**config.mk**
```make
export PLATFORM = sky130hd
export DESIGN_NAME = ovrf_regfile
export DESIGN_NICKNAME = d
export VERILOG_FILES = /design/src/rtl/ovrf_pkg.sv /design/src/rtl/ovrf_wr_decode.sv /design/src/rtl/ovrf_lane_bank.sv /design/src/rtl/ovrf_rd_port.sv /design/src/rtl/ovrf_regfile.sv
export SDC_FILE = /design/constraint.sdc
export NUM_CORES = 1
export LEC_CHECK = 0
export ABC_CLOCK_PERIOD_IN_PS = 1800
export BUFFER_PORTS_ARGS = -buffer_cell sky130_fd_sc_hd__buf_2
export CAP_MARGIN = 0
export CELL_PAD_IN_SITES_DETAIL_PLACEMENT = 2
export CELL_PAD_IN_SITES_GLOBAL_PLACEMENT = 2
export CORE_MARGIN = 2
export CORE_UTILIZATION = 40
export CTS_CLUSTER_DIAMETER = 120
export DETAILED_ROUTE_END_ITERATION = 7
export MAX_ROUTING_LAYER = met4
export PLACE_DENSITY = 0.8
export SYNTH_ARGS = -nofsm -noshare
export SYNTH_HDL_FRONTEND = slang
export SYNTH_HIERARCHICAL = 1
export SYNTH_SLANG_ARGS = --single-unit
```
**constraint.sdc**
```tcl
create_clock -name clk -period 1.8 [get_ports clk]
set_input_delay 0.36 -clock clk [delete_from_list [all_inputs] [get_ports clk]]
set_output_delay 0.36 -clock clk [all_outputs]
set_load 0.005 [all_outputs]
```
**src/rtl/ovrf_pkg.sv**
```systemverilog
package ovrf_pkg;

  localparam int DEF_WORD_W      = 16;
  localparam int DEF_NUM_REGS    = 8;
  localparam int DEF_NUM_BYTE_RG = 4;

  // Write enables for the two byte lanes of one register.
  typedef struct packed {
    logic hi;
    logic lo;
  } lane_we_t;

endpackage

```
**src/rtl/ovrf_wr_decode.sv**
```systemverilog
module ovrf_wr_decode
  import ovrf_pkg::*;
#(
  parameter int NUM_REGS    = DEF_NUM_REGS,
  parameter int NUM_BYTE_RG = DEF_NUM_BYTE_RG,
  localparam int IDX_W  = $clog2(NUM_REGS),
  localparam int BSEL_W = $clog2(NUM_BYTE_RG)
) (
  input  logic                          wr_en,
  input  logic [IDX_W-1:0]              wr_idx,
  input  logic                          wr_byte,
  output lane_we_t [NUM_REGS-1:0]       lane_we
);

  logic [BSEL_W-1:0] byte_reg;
  logic              byte_hi;

  // Byte map: low bits pick the register, the next bit picks the half.
  assign byte_reg = wr_idx[BSEL_W-1:0];
  assign byte_hi  = wr_idx[BSEL_W];

  always_comb begin
    lane_we = '0;
    if (wr_en) begin
      if (wr_byte) begin
        if (byte_hi) lane_we[byte_reg].hi = 1'b1;
        else         lane_we[byte_reg].lo = 1'b1;
      end else begin
        lane_we[wr_idx].hi = 1'b1;
        lane_we[wr_idx].lo = 1'b1;
      end
    end
  end

endmodule

```
**src/rtl/ovrf_lane_bank.sv**
```systemverilog
module ovrf_lane_bank
  import ovrf_pkg::*;
#(
  parameter int NUM_REGS = DEF_NUM_REGS,
  parameter int WORD_W   = DEF_WORD_W,
  localparam int BYTE_W  = WORD_W / 2
) (
  input  logic                             clk,
  input  logic                             rst,
  input  lane_we_t [NUM_REGS-1:0]          lane_we,
  input  logic [BYTE_W-1:0]                lo_din,
  input  logic [BYTE_W-1:0]                hi_din,
  output logic [NUM_REGS-1:0][WORD_W-1:0]  regs_q
);

  // Each register is two separately enabled byte lanes.
  for (genvar r = 0; r < NUM_REGS; r++) begin : g_reg
    logic [BYTE_W-1:0] lo_q;
    logic [BYTE_W-1:0] hi_q;

    always_ff @(posedge clk) begin
      if (rst) begin
        lo_q <= '0;
        hi_q <= '0;
      end else begin
        if (lane_we[r].lo) lo_q <= lo_din;
        if (lane_we[r].hi) hi_q <= hi_din;
      end
    end

    assign regs_q[r] = {hi_q, lo_q};
  end

endmodule

```
**src/rtl/ovrf_rd_port.sv**
```systemverilog
module ovrf_rd_port
  import ovrf_pkg::*;
#(
  parameter int NUM_REGS    = DEF_NUM_REGS,
  parameter int NUM_BYTE_RG = DEF_NUM_BYTE_RG,
  parameter int WORD_W      = DEF_WORD_W,
  localparam int IDX_W  = $clog2(NUM_REGS),
  localparam int BSEL_W = $clog2(NUM_BYTE_RG),
  localparam int BYTE_W = WORD_W / 2
) (
  input  logic [NUM_REGS-1:0][WORD_W-1:0] regs_q,
  input  logic [IDX_W-1:0]                rd_idx,
  input  logic                            rd_byte,
  output logic [WORD_W-1:0]               rd_data
);

  logic [WORD_W-1:0] byte_word;
  logic [BYTE_W-1:0] byte_val;

  assign byte_word = regs_q[rd_idx[BSEL_W-1:0]];
  assign byte_val  = rd_idx[BSEL_W] ? byte_word[WORD_W-1:BYTE_W]
                                    : byte_word[BYTE_W-1:0];

  always_comb begin
    if (rd_byte) rd_data = {{(WORD_W-BYTE_W){1'b0}}, byte_val};
    else         rd_data = regs_q[rd_idx];
  end

endmodule

```
**src/rtl/ovrf_regfile.sv**
```systemverilog
module ovrf_regfile
  import ovrf_pkg::*;
#(
  parameter int NUM_REGS    = DEF_NUM_REGS,
  parameter int NUM_BYTE_RG = DEF_NUM_BYTE_RG,
  parameter int WORD_W      = DEF_WORD_W,
  localparam int IDX_W  = $clog2(NUM_REGS),
  localparam int BYTE_W = WORD_W / 2
) (
  input  logic              clk,
  input  logic              rst,
  input  logic              wr_en,
  input  logic [IDX_W-1:0]  wr_idx,
  input  logic              wr_byte,
  input  logic [WORD_W-1:0] wr_data,
  input  logic [IDX_W-1:0]  rd0_idx,
  input  logic              rd0_byte,
  output logic [WORD_W-1:0] rd0_data,
  input  logic [IDX_W-1:0]  rd1_idx,
  input  logic              rd1_byte,
  output logic [WORD_W-1:0] rd1_data
);

  lane_we_t [NUM_REGS-1:0]         lane_we;
  logic [NUM_REGS-1:0][WORD_W-1:0] regs_q;
  logic [BYTE_W-1:0]               lo_din;
  logic [BYTE_W-1:0]               hi_din;

  // A byte write always sources the low byte of the write bus.
  assign lo_din = wr_data[BYTE_W-1:0];
  assign hi_din = wr_byte ? wr_data[BYTE_W-1:0] : wr_data[WORD_W-1:BYTE_W];

  ovrf_wr_decode #(
    .NUM_REGS   (NUM_REGS),
    .NUM_BYTE_RG(NUM_BYTE_RG)
  ) u_wr_decode (
    .wr_en  (wr_en),
    .wr_idx (wr_idx),
    .wr_byte(wr_byte),
    .lane_we(lane_we)
  );

  ovrf_lane_bank #(
    .NUM_REGS(NUM_REGS),
    .WORD_W  (WORD_W)
  ) u_lane_bank (
    .clk    (clk),
    .rst    (rst),
    .lane_we(lane_we),
    .lo_din (lo_din),
    .hi_din (hi_din),
    .regs_q (regs_q)
  );

  ovrf_rd_port #(
    .NUM_REGS   (NUM_REGS),
    .NUM_BYTE_RG(NUM_BYTE_RG),
    .WORD_W     (WORD_W)
  ) u_rd0 (
    .regs_q (regs_q),
    .rd_idx (rd0_idx),
    .rd_byte(rd0_byte),
    .rd_data(rd0_data)
  );

  ovrf_rd_port #(
    .NUM_REGS   (NUM_REGS),
    .NUM_BYTE_RG(NUM_BYTE_RG),
    .WORD_W     (WORD_W)
  ) u_rd1 (
    .regs_q (regs_q),
    .rd_idx (rd1_idx),
    .rd_byte(rd1_byte),
    .rd_data(rd1_data)
  );

endmodule

```
Yosys cells after proc, flatten, opt, wreduce, memory -nomap -nowiden:

Index checks and enable logic that the tools add are counted.

* $lt $le $gt $ge: 8
* multiplexer cells: 25
* reductions and logical operators: 2

Operator list (number)
* $mux 16: 8
* $bmux 16 s3: 2
* $bmux 16 s2: 2
* $mux 8: 4
* $bwmux 16: 1
* $demux 2 s3: 2
* $lt 2x4->1 const B: 3
* $lt 3x4->1 const B: 3
* $demux 2 s2: 2
* $mux 2: 2
* $ge 3x1->1 const B: 1
* $ge 2x1->1 const B: 1
* $logic_and 1x1->1: 2
* $mux 1: 2

* flip-flop bits (word level): 128
* input port bits: 31
* word-level logic and storage cells: 51

Longest topological paths before layout:

* depth in word-level cells: 7
* mapped depth: 6
* depth with buffers taken out: 4

By module:

The synthesis kept the hierarchy.

Modules (own cells, without submodules)
* ovrf_lane_bank: times used 1, cells an instance 430, area an instance 4708.3 um2, seq. area each 2562.5 um2
* ovrf_rd_port: times used 2, cells an instance 122, area an instance 1244.9 um2, seq. area each 0.0 um2
* ovrf_regfile: times used 1, cells an instance 9, area an instance 131.4 um2, seq. area each 0.0 um2
* ovrf_wr_decode: times used 1, cells an instance 22, area an instance 118.9 um2, seq. area each 0.0 um2

Worst setup path after synthesis:

Ideal clock, no wire load.

* kind: input-to-output
* start point: input rd0_idx[0]
* end point: output rd0_data[3]
* arrival: 1.359 ns
* slack: 0.081 ns
* stages: 4
* cell sequence: buf_4 mux4_2 nor2b_1 a31o_1

* longest elaborated chain between the ends: 4
* elaborated cells between the ends (all ways): 6
* those cells by class: mux: 6

RTL lines
* start: declaration: line ovrf_regfile.sv:16 `input logic [IDX_W-1:0] rd0_idx,`
* $bmux 16 s2: line ovrf_rd_port.sv:20 `assign byte_word = regs_q[rd_idx[BSEL_W-1:0]];`
* $mux 16 (not written as such): line ovrf_rd_port.sv:20
* $mux 8: line ovrf_rd_port.sv:21 `assign byte_val = rd_idx[BSEL_W] ? byte_word[WORD_W-1:BYTE_W]`
* $mux 16 *: line ovrf_rd_port.sv:25 `if (rd_byte) rd_data = {{(WORD_W-BYTE_W){1'b0}}, byte_val};`
* end: declaration: line ovrf_regfile.sv:18 `output logic [WORD_W-1:0] rd0_data,`

Every way passes the cells marked *; elsewhere a longest branch is shown, timed or not. The select of a mux whose other input is x is not followed.

Worst setup path after layout:

* start point: register u_lane_bank.g_reg[0].lo_q[6]
* end point: output rd1_data[6]

* longest elaborated chain between the ends: 4
* elaborated cells between the ends (all ways): 6
* those cells by class: mux: 6

RTL lines
* start: declaration: line ovrf_lane_bank.sv:18 `logic [BYTE_W-1:0] lo_q;`
* start signal: assignment: line ovrf_lane_bank.sv:26 `if (lane_we[r].lo) lo_q <= lo_din;`
* $bmux 16 s2: line ovrf_rd_port.sv:20
* $mux 16 (not written as such): line ovrf_rd_port.sv:20
* $mux 8: line ovrf_rd_port.sv:21
* $mux 16 *: line ovrf_rd_port.sv:25
* end: declaration: line ovrf_regfile.sv:21 `output logic [WORD_W-1:0] rd1_data`

Marks and branches as above.

==> summary.md <==
| Metric | Value |
|---|---|
| Number of enable flip-flop cells after synthesis | `0` |
| Die outline area | `19,700 µm²` |
| Final worst path period share | `119%` |
| CTS tree | `done` |
| Total nets after synthesis | `736` |
| Number of global-route vias before repair | `7,170` |
| Area share of the leading cell type in the synthesized netlist | `34.4%` |
| Cts-stage hold buffer count | `0` |
| Standby leakage power | `3.53 nW` |
| FFs w/ async S/R, synth | `0%` |
| Number of instances in the synthesized netlist | `705` |
| Delay contributed by the slowest stage of the critical path | `480 ps` |
| Pin count of the biggest net entering global routing | `35` |
| Clock transition at path regs | `60 ps` |
| Cts bufs inserted | `17` |
| DRC | `0` |
| Max stage delay cell, worst path | `sky130_fd_sc_hd__mux4_2` |
| Maximum Capacitance Violations | `0` |
| Die height | `140 µm` |
| Most area-hungry cell type in the Yosys netlist | `sky130_fd_sc_hd__dfxtp_1` |
| Worst vdd ir | `733 µV` |
| Slew at the pin with the worst max-slew slack | `410 ps` |
| Number of DRC markers in iteration 0 | `533` |
| Ant diodes | `0` |
| Kind of end point of the critical path | `output pin` |
| Post-layout min period | `2130 ps` |
| Required time at the worst-slack endpoint | `1440 ps` |
| Top library cells by usage in the layout, fill and taps aside | `sky130_fd_sc_hd__mux2i_1, sky130_fd_sc_hd__nor2_1, sky130_fd_sc_hd__dfxtp_2` |
| Post-DP HPWL | `18,800 µm` |
| Vias | `6,411` |
| Path type of the worst min-delay path | `in -> reg` |
| Post-synthesis instance area | `7450 µm²` |
| Fmax | `469 MHz` |
| Core footprint | `18,100 µm²` |
| Worst path top cell family by delay | `multiplexers` |
| Max-slew violation count | `0` |
| Overall overflow remaining after global route | `0` |
| Critical-path cell list | `mux4_2 -> nor2b_1 -> a31o_1 -> buf_2` |
| Sequential-to-total area share from yosys stat | `34.4%` |
| DR WL/cell | `32.9 µm` |
| Final-report hold violation count | `0` |
| First-pass detailed-route iteration total | `5` |
| Chip width | `140 µm` |
| Reg2Reg Setup Slack | `850 ps` |
| Routed wire length | `33,900 µm` |
| Final Cell Area | `9580 µm²` |
| Overall fraction of global-route tracks in use | `34.5%` |
| Failing checks | `setup timing` |
| Worst slew margin relative to its limit | `71.9%` |
| Worst-case hold slack | `325 ps` |
| Final-report setup violation count | `32` |
| Final GP Congestion | `0.884` |
| Crit path launch type | `flop` |
| Clock sinks | `128` |
| Peak fanout along the critical path | `3` |
| Post-synth top flop | `sky130_fd_sc_hd__dfxtp_1` |
| Placed Instance Area | `8150 µm²` |
| RSZ-0062 raised after global routing | `true` |
| Outcome | `finished with violations` |
| Number of different library cells in the post-synthesis netlist | `22` |
| Synthesis-stage register bit count | `128` |
| Cell types with the largest area share after synthesis | `sky130_fd_sc_hd__dfxtp_1, sky130_fd_sc_hd__mux2i_1, sky130_fd_sc_hd__mux4_2, sky130_fd_sc_hd__nor2_1, sky130_fd_sc_hd__buf_6` |
| Synth warnings | `6` |
| Antenna Nets Post-Route | `0` |
| Via density | `6.22` |
| Most common library cell in the layout ignoring fill and taps | `sky130_fd_sc_hd__mux2i_1` |
| Port Buffers | `62` |
| First-pass GRT wire length | `47,900 µm` |
| Nets | `819` |
| Worst Setup Slack, final | `-333 ps` |
| Total number of H-tree levels | `4` |
| IO Count | `63` |
| Areal power density over the cells | `798 nW/µm²` |
| Skew final | `0 ps` |
| Mapped Avg Cell Area | `10.6 µm²` |
| Minimum setup slack after placement | `-342 ps` |
| Maximum count of clock buffers along a single path | `2` |
| Layout Area Growth over Synthesis | `28.6%` |
| Initial Util | `41.0%` |
| Number of cell rows | `49` |
| Number of antenna violations at the first check in global routing | `0` |
| Worst path buffer plus inverter count | `1` |
| Fraction of final layout cells with drive strength greater than 1 | `45.4%` |
| Critical Setup Path Class | `reg -> out` |
| Critical path data arrival time | `1770 ps` |
| Insertion delay of the later-clocked pin in the worst-skew pair | `440 ps` |
| Root buffer selected by CTS | `sky130_fd_sc_hd__clkbuf_16` |
[logic make-up (layout without fill, tap and decap cells)]
logic type      count (synthesis)  count (layout)  synth area share (%)
buf+inv                        79             175                  8.70
xor+xnor                        1               1                 0.118
flops                         128             128                  34.4
mux                           264             264                  41.4
simple gates                  185             185                  10.3
compound gates                 48              48                  5.11
[flip-flops by register name, indices dropped and copies added, names as in the netlist]
name,flops
u_lane_bank/g.hi_q,64
u_lane_bank/g.lo_q,64
[metrics by stage]
stage	cells	power [mW]	TNS, ps	util [%]
2_1_floorplan	705	3.60	0	-
6_report	1030	7.64	-7930	52.8
3_5_place_dp	982	3.94	-7950	44.9
4_1_cts	1026	7.52	-7210	51.4
3_3_place_gp	982	3.90	-7160	44.9
5_1_grt	1030	7.84	-8950	52.8
[report_power, final]
part	leakage [nW]	switching (mW)	internal [mW]	total (mW)
sequential	1.08	0.0634	2.86	2.93
combinational	2.17	0.641	0.513	1.15
clock	0.275	1.50	2.05	3.56
total	3.53	2.21	5.43	7.64
[area by class of cell]
type                            instances  area (µm²)
Clock buffer                           21         480
Clock inverter                         11         104
Fill cell                            1751        8570
Multi-Input combinational cell        498        4650
Sequential cell                       128        2730
Tap cell                              229         287
Timing Repair Buffer                  143        1320
[tightest hold or removal path: cells and delay by family]
family / cells / cell delay [ps]
buf+inv: 1 / 190
mux: 1 / 100
simple gates: 1 / 70
[Yosys cell counts (2+ instances only)]
cell type and count:
sky130_fd_sc_hd__mux2i_1 224, sky130_fd_sc_hd__nor2_1 158, sky130_fd_sc_hd__dfxtp_1 128, sky130_fd_sc_hd__a22oi_1 32, sky130_fd_sc_hd__mux4_2 32, sky130_fd_sc_hd__buf_6 24
sky130_fd_sc_hd__nor2b_1 20, sky130_fd_sc_hd__buf_4 19, sky130_fd_sc_hd__clkbuf_2 18, sky130_fd_sc_hd__a31o_1 16, sky130_fd_sc_hd__mux2_4 8, sky130_fd_sc_hd__clkbuf_1 6
sky130_fd_sc_hd__buf_12 4, sky130_fd_sc_hd__buf_2 4, sky130_fd_sc_hd__and2_1 2, sky130_fd_sc_hd__buf_1 2, sky130_fd_sc_hd__clkbuf_4 2, sky130_fd_sc_hd__nand3b_1 2
[final timing paths]
path / startpoint / to / cells past startpoint
worst max register to register: u_lane_bank/g_reg[3].lo_q[2]$_SDFFE_PP0P_ / u_lane_bank/g_reg[3].lo_q[2]$_SDFFE_PP0P_ / 4
worst min-delay path: wr_data[5] / u_lane_bank/g_reg[5].lo_q[5]$_SDFFE_PP0P_ / 3
worst max-delay path: u_lane_bank/g_reg[0].lo_q[6]$_SDFFE_PP0P_ / rd1_data[6] / 4
worst min register to register: u_lane_bank/g_reg[2].hi_q[5]$_SDFFE_PP0P_ / u_lane_bank/g_reg[2].hi_q[5]$_SDFFE_PP0P_ / 2
[metal layers]
layer,track usage (%),up-vias,routed length (µm)
li1,-,2687,-
met1,37.8,3323,13100
met2,58.0,296,17300
met3,7.79,105,1750
met4,19.3,0,1740
met5,-,-,0
[what timing repair did]
action | in CTS | in global routing
resized for setup | 156 | 57
pin swaps | 1 | 3
gates cloned | 4 | 0
buffers inserted | 8 | 4
endpoints found under the setup margin | 32 | 32
(Power assumes the default switching activity.)
